[src/rtl/mcode_pkg.sv]
package mcode_pkg;

   localparam int OPC_BITS = 6;

   // sequencing codes
   localparam logic [1:0] SEQ_FETCH    = 2'b00;
   localparam logic [1:0] SEQ_DISPATCH = 2'b01;
   localparam logic [1:0] SEQ_NEXT     = 2'b10;

   // ALU field
   localparam logic [1:0] ALU_ADD  = 2'b00;
   localparam logic [1:0] ALU_SUB  = 2'b01;
   localparam logic [1:0] ALU_FUNC = 2'b10;
   localparam logic [1:0] ALU_OR   = 2'b11;

   // first operand field
   localparam logic A_PC = 1'b0;
   localparam logic A_RS = 1'b1;

   // second operand field
   localparam logic [2:0] B_NONE   = 3'b000;
   localparam logic [2:0] B_FOUR   = 3'b001;
   localparam logic [2:0] B_RT     = 3'b010;
   localparam logic [2:0] B_IMM_SH = 3'b011;
   localparam logic [2:0] B_IMM_SX = 3'b100;
   localparam logic [2:0] B_IMM_ZX = 3'b111;

   // register write-back field
   localparam logic [1:0] DST_NONE   = 2'b00;
   localparam logic [1:0] DST_RD_ALU = 2'b01;
   localparam logic [1:0] DST_RT_ALU = 2'b10;
   localparam logic [1:0] DST_RT_MEM = 2'b11;

   // memory field
   localparam logic [1:0] MEM_NONE   = 2'b00;
   localparam logic [1:0] MEM_RD_PC  = 2'b01;
   localparam logic [1:0] MEM_RD_ALU = 2'b10;
   localparam logic [1:0] MEM_WR_ALU = 2'b11;

   // PC update field
   localparam logic [1:0] PCW_NONE = 2'b00;
   localparam logic [1:0] PCW_ALU  = 2'b01;
   localparam logic [1:0] PCW_COND = 2'b10;

   // opcodes handled by the dispatch table
   localparam logic [OPC_BITS-1:0] OPC_RTYPE = 6'h00;
   localparam logic [OPC_BITS-1:0] OPC_BEQ   = 6'h04;
   localparam logic [OPC_BITS-1:0] OPC_ORI   = 6'h0D;
   localparam logic [OPC_BITS-1:0] OPC_LW    = 6'h23;
   localparam logic [OPC_BITS-1:0] OPC_SW    = 6'h2B;

   // micro-addresses of the control program
   localparam int UA_FETCH  = 0;
   localparam int UA_DECODE = 1;
   localparam int UA_BEQ    = 2;
   localparam int UA_RTYPE  = 4;
   localparam int UA_ORI    = 6;
   localparam int UA_LW     = 8;
   localparam int UA_SW     = 11;
   localparam int UA_LAST   = 12;

   localparam int DISP_N = 5;
   localparam logic [OPC_BITS-1:0] DISP_OPC [DISP_N] =
      '{OPC_RTYPE, OPC_BEQ, OPC_ORI, OPC_LW, OPC_SW};
   localparam int DISP_TGT [DISP_N] =
      '{UA_RTYPE, UA_BEQ, UA_ORI, UA_LW, UA_SW};

   typedef struct packed {
      logic [1:0] alu;
      logic       src1;
      logic [2:0] src2;
      logic [1:0] dest;
      logic [1:0] mem;
      logic       ir;
      logic [1:0] pcw;
      logic [1:0] seq;
   } uword_t;

   localparam int UWORD_W = $bits(uword_t);

   typedef struct packed {
      logic [1:0] alu_fn;
      logic       opa_sel;
      logic [1:0] opb_sel;
      logic       imm_signed;
      logic       rf_we;
      logic       rf_wdata_mem;
      logic       rf_dst_rd;
      logic       mem_rd;
      logic       mem_wr;
      logic       mem_addr_alu;
      logic       instr_ld;
      logic       pc_ld;
      logic       pc_ld_if_zero;
      logic       pc_from_aluout;
   } ctrl_t;

   function automatic uword_t mk_word(
      input logic [1:0] alu, input logic src1, input logic [2:0] src2,
      input logic [1:0] dest, input logic [1:0] mem, input logic ir,
      input logic [1:0] pcw, input logic [1:0] seq);
      uword_t w;
      w.alu  = alu;
      w.src1 = src1;
      w.src2 = src2;
      w.dest = dest;
      w.mem  = mem;
      w.ir   = ir;
      w.pcw  = pcw;
      w.seq  = seq;
      return w;
   endfunction

endpackage

[src/rtl/mcode_store.sv]
module mcode_store
   import mcode_pkg::*;
#(
   parameter int UADDR_W = 4
) (
   input  logic [UADDR_W-1:0] addr,
   output uword_t             word
);

   localparam int LOW_W = 4;

   logic in_range;

   generate
      if (UADDR_W > LOW_W) begin : g_wide
         assign in_range = ~|addr[UADDR_W-1:LOW_W];
      end else begin : g_exact
         assign in_range = 1'b1;
      end
   endgenerate

   always_comb begin
      word = '0;
      if (in_range) begin
         case (addr[LOW_W-1:0])
            4'd0:  word = mk_word(ALU_ADD,  A_PC, B_FOUR,   DST_NONE,   MEM_RD_PC,  1'b1, PCW_ALU,  SEQ_NEXT);
            4'd1:  word = mk_word(ALU_ADD,  A_PC, B_IMM_SH, DST_NONE,   MEM_NONE,   1'b0, PCW_NONE, SEQ_DISPATCH);
            4'd2:  word = mk_word(ALU_SUB,  A_RS, B_RT,     DST_NONE,   MEM_NONE,   1'b0, PCW_COND, SEQ_FETCH);
            4'd4:  word = mk_word(ALU_FUNC, A_RS, B_RT,     DST_NONE,   MEM_NONE,   1'b0, PCW_NONE, SEQ_NEXT);
            4'd5:  word = mk_word(ALU_ADD,  A_PC, B_NONE,   DST_RD_ALU, MEM_NONE,   1'b0, PCW_NONE, SEQ_FETCH);
            4'd6:  word = mk_word(ALU_OR,   A_RS, B_IMM_ZX, DST_NONE,   MEM_NONE,   1'b0, PCW_NONE, SEQ_NEXT);
            4'd7:  word = mk_word(ALU_ADD,  A_PC, B_NONE,   DST_RT_ALU, MEM_NONE,   1'b0, PCW_NONE, SEQ_FETCH);
            4'd8:  word = mk_word(ALU_ADD,  A_RS, B_IMM_SX, DST_NONE,   MEM_NONE,   1'b0, PCW_NONE, SEQ_NEXT);
            4'd9:  word = mk_word(ALU_ADD,  A_PC, B_NONE,   DST_NONE,   MEM_RD_ALU, 1'b0, PCW_NONE, SEQ_NEXT);
            4'd10: word = mk_word(ALU_ADD,  A_PC, B_NONE,   DST_RT_MEM, MEM_NONE,   1'b0, PCW_NONE, SEQ_FETCH);
            4'd11: word = mk_word(ALU_ADD,  A_RS, B_IMM_SX, DST_NONE,   MEM_NONE,   1'b0, PCW_NONE, SEQ_NEXT);
            4'd12: word = mk_word(ALU_ADD,  A_PC, B_NONE,   DST_NONE,   MEM_WR_ALU, 1'b0, PCW_NONE, SEQ_FETCH);
            default: word = '0;
         endcase
      end
   end

endmodule

[src/rtl/mcode_dispatch.sv]
module mcode_dispatch
   import mcode_pkg::*;
#(
   parameter int OP_W      = 6,
   parameter int UADDR_W   = 4,
   parameter int TABLE_IMPL = 0
) (
   input  logic [OP_W-1:0]    opcode,
   output logic [UADDR_W-1:0] target
);

   generate
      if (TABLE_IMPL == 0) begin : g_case
         always_comb begin
            case (opcode)
               OPC_RTYPE: target = UADDR_W'(UA_RTYPE);
               OPC_BEQ:   target = UADDR_W'(UA_BEQ);
               OPC_ORI:   target = UADDR_W'(UA_ORI);
               OPC_LW:    target = UADDR_W'(UA_LW);
               OPC_SW:    target = UADDR_W'(UA_SW);
               default:   target = UADDR_W'(UA_FETCH);
            endcase
         end
      end else begin : g_scan
         always_comb begin
            target = UADDR_W'(UA_FETCH);
            for (int i = 0; i < DISP_N; i++) begin
               if (opcode == DISP_OPC[i]) target = UADDR_W'(DISP_TGT[i]);
            end
         end
      end
   endgenerate

endmodule

[src/rtl/mcode_field_dec.sv]
module mcode_field_dec
   import mcode_pkg::*;
(
   input  uword_t w,
   output ctrl_t  c
);

   always_comb begin
      c = '0;

      c.alu_fn   = w.alu;
      c.opa_sel  = w.src1;
      c.instr_ld = w.ir;

      case (w.src2)
         B_FOUR:   begin c.opb_sel = 2'b00; c.imm_signed = 1'b0; end
         B_RT:     begin c.opb_sel = 2'b01; c.imm_signed = 1'b0; end
         B_IMM_SH: begin c.opb_sel = 2'b10; c.imm_signed = 1'b1; end
         B_IMM_SX: begin c.opb_sel = 2'b11; c.imm_signed = 1'b1; end
         B_IMM_ZX: begin c.opb_sel = 2'b11; c.imm_signed = 1'b0; end
         default:  begin c.opb_sel = 2'b00; c.imm_signed = 1'b0; end
      endcase

      case (w.dest)
         DST_RD_ALU: begin c.rf_we = 1'b1; c.rf_wdata_mem = 1'b0; c.rf_dst_rd = 1'b1; end
         DST_RT_ALU: begin c.rf_we = 1'b1; c.rf_wdata_mem = 1'b0; c.rf_dst_rd = 1'b0; end
         DST_RT_MEM: begin c.rf_we = 1'b1; c.rf_wdata_mem = 1'b1; c.rf_dst_rd = 1'b0; end
         default:    begin c.rf_we = 1'b0; c.rf_wdata_mem = 1'b0; c.rf_dst_rd = 1'b0; end
      endcase

      case (w.mem)
         MEM_RD_PC:  begin c.mem_rd = 1'b1; c.mem_wr = 1'b0; c.mem_addr_alu = 1'b0; end
         MEM_RD_ALU: begin c.mem_rd = 1'b1; c.mem_wr = 1'b0; c.mem_addr_alu = 1'b1; end
         MEM_WR_ALU: begin c.mem_rd = 1'b0; c.mem_wr = 1'b1; c.mem_addr_alu = 1'b1; end
         default:    begin c.mem_rd = 1'b0; c.mem_wr = 1'b0; c.mem_addr_alu = 1'b0; end
      endcase

      case (w.pcw)
         PCW_ALU:  begin c.pc_ld = 1'b1; c.pc_ld_if_zero = 1'b0; c.pc_from_aluout = 1'b0; end
         PCW_COND: begin c.pc_ld = 1'b0; c.pc_ld_if_zero = 1'b1; c.pc_from_aluout = 1'b1; end
         default:  begin c.pc_ld = 1'b0; c.pc_ld_if_zero = 1'b0; c.pc_from_aluout = 1'b0; end
      endcase
   end

endmodule

[src/rtl/mcode_upc.sv]
module mcode_upc
   import mcode_pkg::*;
#(
   parameter int UADDR_W = 4
) (
   input  logic               clk,
   input  logic               rst_n,
   input  logic [1:0]         seq,
   input  logic [UADDR_W-1:0] disp_addr,
   output logic [UADDR_W-1:0] upc
);

   logic [UADDR_W-1:0] upc_nxt;

   always_comb begin
      case (seq)
         SEQ_NEXT:     upc_nxt = upc + UADDR_W'(1);
         SEQ_DISPATCH: upc_nxt = disp_addr;
         default:      upc_nxt = UADDR_W'(UA_FETCH);
      endcase
   end

   always_ff @(posedge clk or negedge rst_n) begin
      if (!rst_n) upc <= UADDR_W'(UA_FETCH);
      else        upc <= upc_nxt;
   end

endmodule

[src/rtl/mcode_ctrl.sv]
module mcode_ctrl
   import mcode_pkg::*;
#(
   parameter int UADDR_W    = 4,
   parameter int OP_W       = 6,
   parameter int TABLE_IMPL = 0
) (
   input  logic               clk,
   input  logic               rst_n,
   input  logic [OP_W-1:0]    opcode,
   output logic [UADDR_W-1:0] uaddr,
   output logic [1:0]         alu_fn,
   output logic               opa_sel,
   output logic [1:0]         opb_sel,
   output logic               imm_signed,
   output logic               rf_we,
   output logic               rf_wdata_mem,
   output logic               rf_dst_rd,
   output logic               mem_rd,
   output logic               mem_wr,
   output logic               mem_addr_alu,
   output logic               instr_ld,
   output logic               pc_ld,
   output logic               pc_ld_if_zero,
   output logic               pc_from_aluout
);

   generate
      if (UADDR_W < 4) begin : g_bad_uaddr
         $error("mcode_ctrl: UADDR_W must be at least 4");
      end
      if (OP_W != OPC_BITS) begin : g_bad_op
         $error("mcode_ctrl: OP_W must equal the opcode field width");
      end
      if (TABLE_IMPL < 0 || TABLE_IMPL > 1) begin : g_bad_impl
         $error("mcode_ctrl: TABLE_IMPL must be 0 or 1");
      end
   endgenerate

   uword_t             word;
   ctrl_t              ctl;
   logic [1:0]         seq_sel;
   logic [UADDR_W-1:0] disp_addr;

   mcode_upc #(.UADDR_W(UADDR_W)) u_upc (
      .clk       (clk),
      .rst_n     (rst_n),
      .seq       (seq_sel),
      .disp_addr (disp_addr),
      .upc       (uaddr)
   );

   mcode_store #(.UADDR_W(UADDR_W)) u_store (
      .addr (uaddr),
      .word (word)
   );

   mcode_dispatch #(.OP_W(OP_W), .UADDR_W(UADDR_W), .TABLE_IMPL(TABLE_IMPL)) u_disp (
      .opcode (opcode),
      .target (disp_addr)
   );

   mcode_field_dec u_dec (
      .w (word),
      .c (ctl)
   );

   assign seq_sel        = word.seq;
   assign alu_fn         = ctl.alu_fn;
   assign opa_sel        = ctl.opa_sel;
   assign opb_sel        = ctl.opb_sel;
   assign imm_signed     = ctl.imm_signed;
   assign rf_we          = ctl.rf_we;
   assign rf_wdata_mem   = ctl.rf_wdata_mem;
   assign rf_dst_rd      = ctl.rf_dst_rd;
   assign mem_rd         = ctl.mem_rd;
   assign mem_wr         = ctl.mem_wr;
   assign mem_addr_alu   = ctl.mem_addr_alu;
   assign instr_ld       = ctl.instr_ld;
   assign pc_ld          = ctl.pc_ld;
   assign pc_ld_if_zero  = ctl.pc_ld_if_zero;
   assign pc_from_aluout = ctl.pc_from_aluout;

endmodule

[config.mk]
export PLATFORM = sky130hd
export DESIGN_NAME = mcode_ctrl
export DESIGN_NICKNAME = d
export VERILOG_FILES = /design/src/rtl/mcode_pkg.sv /design/src/rtl/mcode_store.sv /design/src/rtl/mcode_dispatch.sv /design/src/rtl/mcode_field_dec.sv /design/src/rtl/mcode_upc.sv /design/src/rtl/mcode_ctrl.sv
export SDC_FILE = /design/constraint.sdc
export NUM_CORES = 1
export LEC_CHECK = 0
export BUFFER_PORTS_ARGS = -buffer_cell sky130_fd_sc_hd__buf_2
export CORE_MARGIN = 10
export CORE_UTILIZATION = 52
export CTS_CLUSTER_SIZE = 25
export DETAILED_ROUTE_END_ITERATION = 8
export PLACE_DENSITY = 0.83
export RECOVER_POWER = 25
export SLEW_MARGIN = 15
export SYNTH_ARGS = -nofsm -noshare
export SYNTH_HDL_FRONTEND = slang
export SYNTH_HIERARCHICAL = 1
export SYNTH_SLANG_ARGS = --single-unit
[constraint.sdc]
create_clock -name clk -period 4.2 [get_ports clk]
set_input_delay 0.84 -clock clk [delete_from_list [all_inputs] [get_ports clk]]
set_output_delay 0.84 -clock clk [all_outputs]
set_load 0.05 [all_outputs]
-- Yosys cells after proc, flatten, opt, wreduce, memory -nomap -nowiden
Memories as Yosys holds them, arrays and structs flattened.
Cells that the tools add are included.
W data, S select, Z words.
- word-level logic and storage cells: 28
- memory bits (read-only): 240
- memories kept: 1
- input bits: 8
- flip-flop bits (word level): 4
- output and inout bits: 20
- equality and inequality tests: 18
- reductions and logical operators: 1
- muxes and demuxes: 6
- $add $sub $neg: 1
- memory list (memory ; words ; width ; rd ports ; clocked after memory_dff ; wr ports ; RTL line ; text):
    (name not given) ; 16 ; 15 ; 1 ; 0 ; 0 ; mcode_store.sv:25 ; case (addr[LOW_W-1:0])
- operator list (operator ; number):
    $pmux W4 S5 ; 1
    $pmux W3 S3 ; 2
    $eq A2 B2 Y1 const B ; 6
    $eq A6 B6 Y1 const B ; 2
    $pmux W3 S4 ; 1
    $eq A2 B1 Y1 const B ; 4
    $pmux W4 S2 ; 1
    $eq A3 B2 Y1 const B ; 2
    $eq A3 B3 Y1 const B ; 2
    $eq A6 B3 Y1 const B ; 1
    $eq A6 B4 Y1 const B ; 1
    $logic_not A6 Y1 ; 1
    $pmux W3 S2 ; 1
    $add A4 B1 Y4 const B ; 1

-- Depth between registers and ports, before layout
Gate-level depths: netlist (run 1).
- word-level depth: 3
- depth in mapped cells: 8

-- Hierarchy
Netlist (run 1), hierarchy kept.
- modules (own cells, without submodules) (module ; sequential area each (µm²) ; cells an instance ; area an instance (µm²) ; instances):
    mcode_store ; 0.0 ; 38 ; 277.8 ; 1
    mcode_upc ; 100.1 ; 22 ; 230.2 ; 1
    mcode_field_dec ; 0.0 ; 22 ; 153.9 ; 1
    mcode_dispatch ; 0.0 ; 12 ; 81.3 ; 1

-- Worst setup path after synthesis (run 1)
Ideal clock, no wire load.
- path kind: register to output
- start point: register u_upc.upc[0]
- end point: output imm_signed
- path slack: 502 ps
- arrival: 2858 ps
- cell stages (with the launch flop): 7
- buffers on the path: 0
- path through: dfrtp_1 -> inv_1 -> ha_1 -> nor2_1 -> a211oi_1 -> nand2_1 -> o21ai_0
- RTL lines (item ; RTL line ; text):
    start, declared ; mcode_upc.sv:10 ; output logic [UADDR_W-1:0] upc
    start signal, assigned ; mcode_upc.sv:24 ; if (!rst_n) upc <= UADDR_W'(UA_FETCH);
    start signal, assigned ; mcode_upc.sv:25 ; else upc <= upc_nxt;
    end, declared ; mcode_ctrl.sv:15 ; output logic imm_signed,

==> out/qor.txt, run 1 <==
result of the run = finished, final reports clean
drt drc = 0
# diodes = 0
setup bufs post-CTS = 0
CTS tree = yes
Starting Density = 56.4%
hold slack = 0.432 ns
Synth top area share = 16.8%
max-cap violations = 0
Worst-Margin Slew = 0.593 ns
Hold Path Class = in -> async
vias = 716
clk sinks = 4
commonest non-fill, non-tap cell in the layout = buf_2
Reg2Reg Depth = 7
Power Density = 544 nW/µm²
sequential share of the synthesized area = 13.5%
Max-slew headroom = 60.6%
P_leak = 0.460 nW
Final Cycle Share = 73.9%
RD Place Congestion = 0.759
cell taking the most area after synthesis = ha_1
crit start category = flop
crit path cell chain = inv_1 > ha_1 > nor2_1 > a211oi_1 > nor3b_1 > a21o_2 > buf_2
global-route wire length before repair = 2.73 mm
number of flip-flops in the largest register = 4
maximum fanout along the worst path = 10
register bit total from synthesis = 4
Worst-path clk slew = 0.04 ns
Pre-antenna DRT Iters = 4
count of pins over their slew limit = 0
worst path buffer plus inverter count = 2
Detail Route Antenna Nets = 0
post-DP HPWL = 1.41 mm
Crit path max-delay family = compound AO/OA/AOI/OAI gates
crit path capture type = output port
most frequent cells in the layout = buf_2 (25), ha_1 (10), nor2_1 (9)
Post-Syn Nets = 112
clock latency on the worst-skew pair = 0.23 ns
VDD IR max = 0.313 mV
final hold viol count = 0
Synth area leaders = ha_1 (17%), dfrtp_1 (13%), buf_4 (6.1%), nor2_1 (4.5%), and2_1 (4.2%)
Via density = 5.47
All-Layer GR Usage = 9.47%
slowest CP cell = dfrtp_1
CP max stage delay = 0.50 ns
Post-Syn Area = 743 µm²
library cells used by synthesis = 33
worst setup margin = 1.10 ns
DRT iter0 DRCs = 18
core region area = 1320 µm²
boundary pin count = 28
TNS Setup = 0 ns
Chip Width = 57.8 µm
YS warnings = 6
number of flops mapped to enable cells by yosys = 0
CTS resizes = 0
initial antenna violation count = 0
clk_skew = 0.00311 ns
Crit path required time = 3.36 ns
RR Endpoint = u_upc/upc[3]
hold-fix buffers at CTS = 0
Synth async-reset ratio = 100%
wire per inst = 12.6 µm
Tmin final = 3.10 ns
Syn Area/Cell = 7.91 µm²
largest registers = u_upc/upc: 4 flops
clk buf depth = 2
Site Rows = 13
critical path arrival = 2.26 ns
vias in the first global route = 676
Buffers on Ports = 27
ys flop type = dfrtp_1
grt total ovfl = 0
RSZ-0062 raised after global routing = false
Synth Instances = 94
depth of the CTS H-tree = 1
Final #Nets = 136
pre-CTS WS = 1.32 ns
final setup vio count = 0
R2R Path Start = u_upc/upc[0]
Die Y-Extent = 57.8 µm
Die ar. = 3340 µm²
share of layout cells above drive strength 1 = 29.3%
clock root buffer = clkbuf_4
CTS Buf Count = 3
reg2reg setup slack = 2.03 ns
Top reg by flops = u_upc/upc
f_max = 0.322 GHz
largest net degree at the start of global routing = 15
WS Path Type = reg -> out
final core occ = 64.5%
area grow syn2layout = 14.3%
final WL = 1.65 mm
-- cell usage after synthesis, types with 2 or more instances --
cell type,count
nor2_1,9
nand3_1,2
nand4b_1,2
ha_1,10
a22o_1,2
or2b_1,2
or3b_1,2
buf_4,6
dfrtp_1,4
o22ai_1,2
a22oi_1,2
and2_1,5
nor2b_4,2
nor3b_1,2
or2_2,2
o211ai_1,2
inv_1,7
o21ai_0,2
nand2_1,6
a21oi_1,5
buf_6,2
nor2b_1,5
-- per-layer routing --
| layer | up-vias | GRT usage, % | wire length (µm) |
|---|---|---|---|
| li1 | 362 | - | - |
| met1 | 325 | 9.76 | 688 |
| met2 | 29 | 17.3 | 827 |
| met3 | 0 | 3.92 | 132 |
| met4 | 0 | 2.01 | 0 |
| met5 | - | 0 | 0 |
-- power breakdown --
part	leakage [nW]	switching [mW]	internal, mW
Clock	0.0138	0.0127	0.0317
Sequential	0.0517	0.0177	0.0445
Combinational	0.394	0.253	0.103
Total	0.460	0.283	0.179
-- logic make-up after synthesis --
| group | after synthesis | synth area share, % |
|---|---|---|
| simple gates | 44 | 36.4 |
| compound gates | 18 | 17.0 |
| buf+inv | 15 | 12.6 |
| fa+ha+maj | 10 | 16.8 |
| flops | 4 | 13.5 |
| xor+xnor | 2 | 2.36 |
| mux | 1 | 1.35 |
-- through the flow --
step | instance area (µm²) | cells | total power, mW
after CTS | 852 | 131 | 0.468
after global routing | 850 | 131 | 0.499
after detailed placement | 830 | 128 | 0.421
after floorplan | 743 | 94 | 0.357
after global placement | 830 | 128 | 0.411
final | 850 | 131 | 0.462
-- worst reg2reg max path, stage by stage (launching register included) --
cell      delay, ns
dfrtp_1        0.50
inv_1          0.13
ha_1           0.26
a21oi_1        0.13
o22ai_1        0.12
ha_1           0.37
or3b_1         0.39
o211ai_1       0.18
-- layout make-up --
| type | count | area, µm² |
|---|---|---|
| Clock buffer | 3 | 22.5 |
| Inverter | 7 | 26.3 |
| Tap cell | 15 | 18.8 |
| Fill cell | 129 | 468 |
| Multi-Input combinational cell | 75 | 549 |
| Timing Repair Buffer | 27 | 133 |
| Sequential cell | 4 | 100 |
-- worst max-delay path by stage --
stage | from | end | slack (ns) | cells past startpoint
2_1_floorplan | u_upc/upc[0] | imm_signed | 0.50 | 6
5_1_grt | u_upc/upc[0] | imm_signed | 0.84 | 7
4_1_cts | u_upc/upc[0] | imm_signed | 1.07 | 6
3_3_place_gp | u_upc/upc[0] | imm_signed | 1.41 | 6
6_report | u_upc/upc[0] | opb_sel[0] | 1.10 | 7
3_5_place_dp | u_upc/upc[0] | imm_signed | 1.32 | 6
Note: power is estimated with default switching activity, not from simulation.
==> run 2, diff against run 1 <==
CORE_UTILIZATION = 43   (was 52)
PLACE_DENSITY = 0.73   (was 0.83)
clock period = 2.85 ns   (was 4.2 ns; I/O delays follow)
==> run 2 against run 1 <==
Combinational power up 54%. Hold slack worse by 0.27 ns. Die area up 13%. Cell area up 3.1%. Setup slack worse by 0.90 ns. Critical path depth unchanged. Count of clock-buffer cells in the layout unchanged. Final cell count up 2.3%. First-iteration DRC count down 17%. Routed wire length up 0.73%. Global-route usage down 0.46 points. Largest power group unchanged.
==> out/qor.txt, run 2 (synthesis results as in run 1) <==
maximum fanout along the worst path = 8
Filler Cell Count = 157
critical path arrival = 2.09 ns
Final Cycle Share = 93.2%
P_leak = 0.470 nW
Starting Density = 47.1%
share of layout cells above drive strength 1 = 32.2%
hold-fix buffers at CTS = 0
Final #Nets = 138
DRT iter0 DRCs = 15
Sequential Area = 100 µm²
VDD IR max = 0.586 mV
initial antenna violation count = 0
All-Layer GR Usage = 9.01%
WS Path Type = reg -> out
worst path buffer plus inverter count = 2
routed length on met3 = 119 µm
number of flip-flops in the largest register = 4
final core occ = 55.6%
final hold viol count = 0
R2R Path Start = u_upc/upc[2]
grt total ovfl = 0
drt drc = 0
Non-Filler Instances = 134
Cells after DPL = 131
Worst-path clk slew = 0.04 ns
Detail Route Antenna Nets = 0
vias = 703
Power Density = 794 nW/µm²
boundary pin count = 28
wl on met1 = 741 µm
Die ar. = 3790 µm²
Max-slew headroom = 59.1%
post-DP HPWL = 1.39 mm
CTS tree = yes
Buffers on Ports = 27
Hold Path Class = in -> async
final WL = 1.66 mm
result of the run = finished, final reports clean
reg2reg setup slack = 0.73 ns
hold slack = 0.161 ns
count of pins over their slew limit = 0
largest registers = u_upc/upc: 4 flops
clk_skew = 0.00430 ns
RR Endpoint = u_upc/upc[3]
max-cap violations = 0
Crit path required time = 2.28 ns
vias in the first global route = 700
Site Rows = 14
Multi-input gate area = 561 µm²
global-route wire length before repair = 2.73 mm
CTS resizes = 0
top sig layer = met3
Chip Width = 61.6 µm
Via density = 5.25
Pre-antenna DRT Iters = 4
largest net degree at the start of global routing = 15
crit path cell chain = inv_1 > ha_1 > nor2_1 > a211oi_2 > or3b_1 > o21ai_2 > buf_2
Crit path max-delay family = simple AND/OR/NAND/NOR gates
commonest non-fill, non-tap cell in the layout = buf_2
met2 WL = 798 µm
area grow syn2layout = 17.8%
slowest CP cell = dfrtp_1
f_max = 0.377 GHz
final setup vio count = 0
depth of the CTS H-tree = 1
clock latency on the worst-skew pair = 0.23 ns
CTS Buf Count = 3
wire per inst = 12.4 µm
crit start category = flop
Reg2Reg Depth = 6
number of cells on the critical path = 7
most frequent cells in the layout = buf_2 (24), ha_1 (10), nor2_1 (9)
setup bufs post-CTS = 0
core region area = 1580 µm²
Tmin final = 2.66 ns
clk sinks = 4
Top reg by flops = u_upc/upc
RD Place Congestion = 0.717
Critical path origin = u_upc/upc[1]
clk buf depth = 2
RSZ-0062 raised after global routing = false
clock root buffer = clkbuf_4
CP max stage delay = 0.45 ns
Die Y-Extent = 61.6 µm
Worst-Margin Slew = 0.616 ns
# diodes = 0
crit path capture = imm_signed
crit path capture type = output port
## run 2: metrics by stage
step           setup TNS (ns)  setup WS (ns)  power (mW)  area (µm²)
4_1_cts                     0         0.0317       0.701         875
5_1_grt                     0        0.00703       0.755         876
6_report                    0          0.195       0.695         876
2_1_floorplan         -0.0670        -0.0670       0.534         749
3_3_place_gp                0          0.423       0.621         852
3_5_place_dp                0          0.283       0.631         852
## run 2: per-layer routing
metal | GRT usage [%] | up-vias
met1 | 9.35 | 319
met4 | 2.87 | 0
li1 | - | 364
met5 | 0 | -
met2 | 16.8 | 20
met3 | 2.67 | 0
## run 2: layout make-up
cell class / count / area share, %
clock buffers: 3 / 2.57
inverters: 7 / 3.00
multi-input cells: 75 / 64.0
flip-flops and latches: 4 / 11.4
well taps: 16 / 2.29
repair buffers: 29 / 16.7
## run 2: how the worst min path moves through the flow
stage,startpoint,endpoint,depth (start not counted)
final,rst_n,u_upc/upc[1],1
after global routing,rst_n,u_upc/upc[2],1
after CTS,rst_n,u_upc/upc[1],1
after detailed placement,rst_n,u_upc/upc[1],1
after global placement,rst_n,u_upc/upc[2],1
after floorplan,rst_n,u_upc/upc[0],0
## run 2: power breakdown
group,leakage [nW],internal [mW],total (mW),switching [mW]
clock network,0.0138,0.0467,0.0651,0.0184
registers,0.0517,0.0657,0.0816,0.0160
logic,0.405,0.160,0.549,0.388
